--- config.mk ---
export PLATFORM = sky130hd
export DESIGN_NAME = edge_pulse_link
export DESIGN_NICKNAME = d
export VERILOG_FILES = /design/src/rtl/epl_pkg.sv /design/src/rtl/epl_sync.sv /design/src/rtl/epl_tx.sv /design/src/rtl/epl_rx.sv /design/src/rtl/edge_pulse_link.sv
export SDC_FILE = /design/constraint.sdc
export NUM_CORES = 1
export LEC_CHECK = 0
export CAP_MARGIN = 20
export CORE_MARGIN = 5
export CORE_UTILIZATION = 55
export CTS_CLUSTER_DIAMETER = 150
export DETAILED_ROUTE_END_ITERATION = 6
export PLACE_DENSITY_LB_ADDON = 0.08
export SLEW_MARGIN = 0
export SYNTH_ARGS = -nofsm -noshare
export SYNTH_HDL_FRONTEND = slang
export SYNTH_HIERARCHICAL = 1
export SYNTH_SLANG_ARGS = --single-unit
--- constraint.sdc ---
create_clock -name clk -period 3.3 [get_ports clk]
set_input_delay 0.66 -clock clk [delete_from_list [all_inputs] [get_ports clk]]
set_output_delay 0.66 -clock clk [all_outputs]
set_load 0.005 [all_outputs]
--- src/rtl/epl_pkg.sv ---
package epl_pkg;

  typedef struct packed {
    logic raise;
    logic lower;
  } pulse_t;

  function automatic pulse_t pulse_for(input logic lvl);
    pulse_t p;
    p.raise = lvl;
    p.lower = ~lvl;
    return p;
  endfunction

  function automatic logic pulse_ok(input pulse_t p);
    return p.raise ^ p.lower;
  endfunction

endpackage

--- src/rtl/epl_sync.sv ---
module epl_sync #(
  parameter int   STAGES  = 2,
  parameter logic RST_VAL = 1'b0
) (
  input  logic clk,
  input  logic rst,
  input  logic d,
  output logic q
);
  logic [STAGES-1:0] chain_q;

  always_ff @(posedge clk) begin
    if (rst) chain_q <= {STAGES{RST_VAL}};
    else     chain_q <= {chain_q[STAGES-2:0], d};
  end

  assign q = chain_q[STAGES-1];
endmodule

--- src/rtl/epl_tx.sv ---
module epl_tx
  import epl_pkg::*;
#(
  parameter int REFRESH_CYC = 200,
  parameter int SYNC_STAGES = 2
) (
  input  logic   clk,
  input  logic   rst,
  input  logic   din,
  output pulse_t pulse_o
);
  localparam int TW = $clog2(REFRESH_CYC + 1);
  localparam int WW = $clog2(SYNC_STAGES + 1);

  logic          lvl;
  logic          lvl_q;
  logic [WW-1:0] warm_q;
  logic          armed_q;
  logic [TW-1:0] tmr_q;
  pulse_t        pulse_q;
  logic          warm_done, fire_init, fire_edge, fire_ref, fire;

  epl_sync #(.STAGES(SYNC_STAGES), .RST_VAL(1'b0)) u_sync (
    .clk (clk),
    .rst (rst),
    .d   (din),
    .q   (lvl)
  );

  assign warm_done = (warm_q == WW'(SYNC_STAGES));
  assign fire_init = warm_done & ~armed_q;
  assign fire_edge = armed_q & (lvl ^ lvl_q);
  assign fire_ref  = armed_q & (tmr_q == TW'(REFRESH_CYC - 1));
  assign fire      = fire_init | fire_edge | fire_ref;

  always_ff @(posedge clk) begin
    if (rst) begin
      warm_q  <= '0;
      armed_q <= 1'b0;
      lvl_q   <= 1'b0;
      tmr_q   <= '0;
      pulse_q <= '0;
    end else begin
      lvl_q <= lvl;
      if (!warm_done) warm_q <= warm_q + 1'b1;
      if (fire) begin
        pulse_q <= pulse_for(lvl);
        tmr_q   <= '0;
        armed_q <= 1'b1;
      end else begin
        pulse_q <= '0;
        if (armed_q) tmr_q <= tmr_q + 1'b1;
      end
    end
  end

  assign pulse_o = pulse_q;

  // Independent gap counter: cycles since the last emitted pulse.
  logic [TW-1:0] gap_q;
  logic          seen_q;
  always_ff @(posedge clk) begin
    if (rst) begin
      gap_q  <= '0;
      seen_q <= 1'b0;
    end else if (pulse_ok(pulse_q)) begin
      gap_q  <= '0;
      seen_q <= 1'b1;
    end else if (gap_q != {TW{1'b1}}) begin
      gap_q  <= gap_q + 1'b1;
    end
  end

  p_excl_r2: assert property (@(posedge clk) disable iff (rst)
    !(pulse_o.raise && pulse_o.lower));

  p_raise_narrow_r1: assert property (@(posedge clk) disable iff (rst)
    pulse_o.raise |=> !pulse_o.raise);

  p_lower_narrow_r1: assert property (@(posedge clk) disable iff (rst)
    pulse_o.lower |=> !pulse_o.lower);

  p_refresh_gap_r3: assert property (@(posedge clk) disable iff (rst)
    seen_q |-> (gap_q < TW'(REFRESH_CYC)));
endmodule

--- src/rtl/epl_rx.sv ---
module epl_rx
  import epl_pkg::*;
#(
  parameter int   TIMEOUT_CYC = 500,
  parameter logic DEFAULT_LVL = 1'b0
) (
  input  logic   clk,
  input  logic   rst,
  input  pulse_t pulse_i,
  output logic   dout
);
  localparam int CW = $clog2(TIMEOUT_CYC + 1);

  logic [CW-1:0] cnt_q;
  logic          starved_q;
  logic          out_q;
  logic          valid, expire;

  assign valid  = pulse_ok(pulse_i);
  assign expire = ~valid & ~starved_q & (cnt_q == CW'(TIMEOUT_CYC - 1));

  always_ff @(posedge clk) begin
    if (rst) begin
      cnt_q     <= '0;
      starved_q <= 1'b1;
      out_q     <= DEFAULT_LVL;
    end else if (valid) begin
      cnt_q     <= '0;
      starved_q <= 1'b0;
      out_q     <= pulse_i.raise;
    end else if (expire) begin
      cnt_q     <= '0;
      starved_q <= 1'b1;
      out_q     <= DEFAULT_LVL;
    end else if (!starved_q) begin
      cnt_q     <= cnt_q + 1'b1;
    end
  end

  assign dout = out_q;

  p_raise_sets_r5: assert property (@(posedge clk) disable iff (rst)
    (pulse_i.raise && !pulse_i.lower) |=> dout);

  p_lower_clears_r5: assert property (@(posedge clk) disable iff (rst)
    (pulse_i.lower && !pulse_i.raise) |=> !dout);

  p_both_ignored_r6: assert property (@(posedge clk) disable iff (rst)
    (pulse_i.raise && pulse_i.lower) |=> (dout == $past(dout) || dout == DEFAULT_LVL));

  p_starved_default_r7: assert property (@(posedge clk) disable iff (rst)
    starved_q |-> (dout == DEFAULT_LVL));
endmodule

--- src/rtl/edge_pulse_link.sv ---
module edge_pulse_link
  import epl_pkg::*;
#(
  parameter int   REFRESH_CYC = 200,
  parameter int   TIMEOUT_CYC = 500,
  parameter logic DEFAULT_LVL = 1'b0,
  parameter int   SYNC_STAGES = 2
) (
  input  logic clk,
  input  logic rst,
  input  logic din,
  output logic tx_raise_o,
  output logic tx_lower_o,
  input  logic rx_raise_i,
  input  logic rx_lower_i,
  output logic dout
);
  pulse_t tx_p;
  pulse_t rx_p;

  epl_tx #(.REFRESH_CYC(REFRESH_CYC), .SYNC_STAGES(SYNC_STAGES)) u_tx (
    .clk     (clk),
    .rst     (rst),
    .din     (din),
    .pulse_o (tx_p)
  );

  assign tx_raise_o = tx_p.raise;
  assign tx_lower_o = tx_p.lower;
  assign rx_p.raise = rx_raise_i;
  assign rx_p.lower = rx_lower_i;

  epl_rx #(.TIMEOUT_CYC(TIMEOUT_CYC), .DEFAULT_LVL(DEFAULT_LVL)) u_rx (
    .clk     (clk),
    .rst     (rst),
    .pulse_i (rx_p),
    .dout    (dout)
  );

  p_reset_default_r8: assert property (@(posedge clk)
    $past(rst) |-> (dout == DEFAULT_LVL));
endmodule

==> impl_metrics.ini <==
[route]
drt_iter0_drc = 19
wirelength_um = 2127
firstDrtPassIters = 4
wl_per_cell_um = 12.44
drc = 0
vias = 965
viasPerCell = 5.643
detail-route-antenna-nets = 0

[clocking]
cts_hold_buffers = 0
ctsLongestPathBuffers = 2
root_buffer = clkbuf_4
cts_setup_buffers = 0
clk_latency_ns = 0.30
clk_pin_slew_ns = 0.13
cts_max_level = 1
numCtsBuffers = 3
cts_tree = built
cts.sinks = 27
post_cts_resized = 0

[synth]
synth_top_family_by_area = simple AND/OR/NAND/NOR gates
synth_compound_area_share_pct = 13.88
postSynthAreaPerCell_um2 = 9.487
synth_warnings = 6
muxShareOfSynthArea_pct = 1.575
syn-cell-area_um2 = 1271
synth_simple_gate_area_share_pct = 27.66
synth_xor_area_share_pct = 6.890
syn_inst = 134
yosys.area_share.adder_pct = 3.937
syn_nets = 143
seq_area_frac_synth_pct = 42.52
ys_seq_elements = 27
synth.distinct_cells = 38

[floorplan]
num_rows = 17
dieArea_um2 = 3373
io_pins = 8
start_util_pct = 57.47
die_y_um = 58.08
core_area_um2 = 2212
die_w_um = 58.08

[setup_path]
crit_path_start_kind = input pin
crit_type = in -> reg
worstPathRequired_ns = 3.54
crit_start = rx_lower_i
cp-end-kind = flip-flop
worstReg2RegStart = u_rx/cnt_q[0]$_SDFFE_PP0N_
arrival_ns = 2.41
worstPathMaxFanout = 5

[status]
status = finished clean

[place]
dp_hpwl_um = 1564
gp_congestion = 0.8022
dp_slack_ns = 0.7900
numPortBuffers = 7

[hold_path]
hold_class = reg -> reg
hp-start = u_tx/u_sync/chain_q[0]$_SDFF_PP0_

[layout]
layout_common_cells = dfxtp_1, nor2_1, clkdlybuf4s50_1
nets = 153
final_util_pct = 62.39
final_common_cell = dfxtp_1
layout-drive-gt1-share_pct = 6.294
antenna_cells = 0
area_growth_syn_to_layout_pct = 8.563

[sta]
layout_min_cycle_time_ns = 2.174
rsz0062_at_grt = false
max_freq_ghz = 0.4599
min_period_over_period_pct = 65.88
slew_viol_final = 0
finalSetupViolCount = 0
worst_pin_slew_ns = 0.7209
tns_ns = 0
skew_ns = 0.005888
max_slew_margin_pct = 51.71
final.setup.worst_slack_ns = 1.126
finalHoldViolations = 0

[pwr]
peakVddDrop_uv = 312.7
powerDensity_nw_per_um2 = 474.5
p_leak_nw = 0.4790

[global_routing]
grt_max_degree = 17
grt_usage_pct = 14.15
gr-total-overflow = 0
antenna_found_initial = 0
grt_pass1_vias = 846
grt_pass1_wl_um = 3870

[job]
cap_violations = 0
-- cells in the mapped netlist (all sizes together) --
master / count / share of area [%]
dfxtp: 27 / 43
nor2: 14 / 4.1
inv: 6 / 1.8
nand2: 6 / 1.8
nor2b: 6 / 3.0
nor3: 6 / 2.4
nand3: 5 / 2.0
nand4: 5 / 3.0
o21ai: 5 / 2.0
or3: 5 / 2.5
xnor2: 5 / 3.4
xor2: 5 / 3.4
a21oi: 4 / 1.6
ha: 4 / 3.9
a211oi: 3 / 2.2
o211ai: 3 / 1.8
a311oi: 2 / 1.4
a31oi: 2 / 0.98
buf: 2 / 1.8
mux2i: 2 / 1.6
nand4b: 2 / 1.4
a21boi: 1 / 0.59
a21o: 1 / 0.59
and3: 1 / 0.49
and3b: 1 / 0.69
and4: 1 / 0.69
and4b: 1 / 0.79
nand4bb: 1 / 0.89
nor3b: 1 / 0.59
nor4b: 1 / 1.2
o22ai: 1 / 0.49
o31a: 1 / 0.69
o31ai: 1 / 1.7
or3b: 1 / 0.69
or4: 1 / 0.59
or4b: 1 / 1.1
-- logic make-up (layout without fill, tap and decap cells) --
kind of cell,after synthesis,after routing
simple gates,59,59
flops,27,27
compound gates,24,24
xor+xnor,10,10
buf+inv,8,17
fa+ha+maj,4,4
mux,2,2
-- worst paths after layout --
kind | endpoint | slack [ns] | cells after the start
max reg2reg | u_rx/cnt_q[1]$_SDFFE_PP0N_ | 1.59 | 4
min | u_tx/u_sync/chain_q[1]$_SDFF_PP0_ | 0.46 | 1
max | u_rx/cnt_q[7]$_SDFFE_PP0N_ | 1.13 | 6
min reg2reg | u_tx/u_sync/chain_q[1]$_SDFF_PP0_ | 0.46 | 1
-- layer usage --
layer / GRT usage (%) / wire length, um / vias up / part of all wire [%]
li1: - / - / 507 / -
met1: 21.74 / 1148 / 451 / 54
met2: 20.81 / 925 / 5 / 43
met3: 2.673 / 38 / 2 / 1.8
met4: 1.987 / 14 / 0 / 0.66
met5: 0 / 0 / - / 0
-- layout make-up --
| type | instances | area, um^2 |
|---|---|---|
| inverters | 6 | 22.52 |
| fillers | 202 | 832.0 |
| multi-input cells | 99 | 685.7 |
| clock buffers | 4 | 26.28 |
| repair buffers | 7 | 70.07 |
| well taps | 28 | 35.03 |
| flip-flops and latches | 27 | 540.5 |
-- state kept, by name, summed over array words and instances (netlist names), 2 cells and up --
name	count
u_rx/cnt_q	9
u_tx/pulse_o	2
u_tx/tmr_q	8
u_tx/u_sync/chain_q	2
u_tx/warm_q	2
-- through the flow --
stage / instance area, um^2 / hold slack [ns] / cells / total power (W)
after CTS: 1380 / 0.4641 / 171 / 0.0006662
final: 1380 / 0.4641 / 171 / 0.0006549
after floorplan: 1271 / 0.4138 / 134 / 0.0004994
after global routing: 1380 / 0.4777 / 171 / 0.0007033
after detailed placement: 1354 / 0.4238 / 167 / 0.0005282
after global placement: 1354 / 0.4279 / 167 / 0.0005206
-- report_power, final --
group / switching [W] / internal (W)
registers: 0.0000315 / 0.000357
logic: 0.0000683 / 0.0000654
clock network: 0.0000862 / 0.0000471
total: 0.000186 / 0.000469
-- worst max-delay path: stages --
cell and delay, ns:
clkdlybuf4s50_1 0.46, inv_1 0.04, ha_1 0.33, or3b_2 0.44, or4_1 0.40, o211ai_1 0.09
Power figures use the tool's default switching activity.
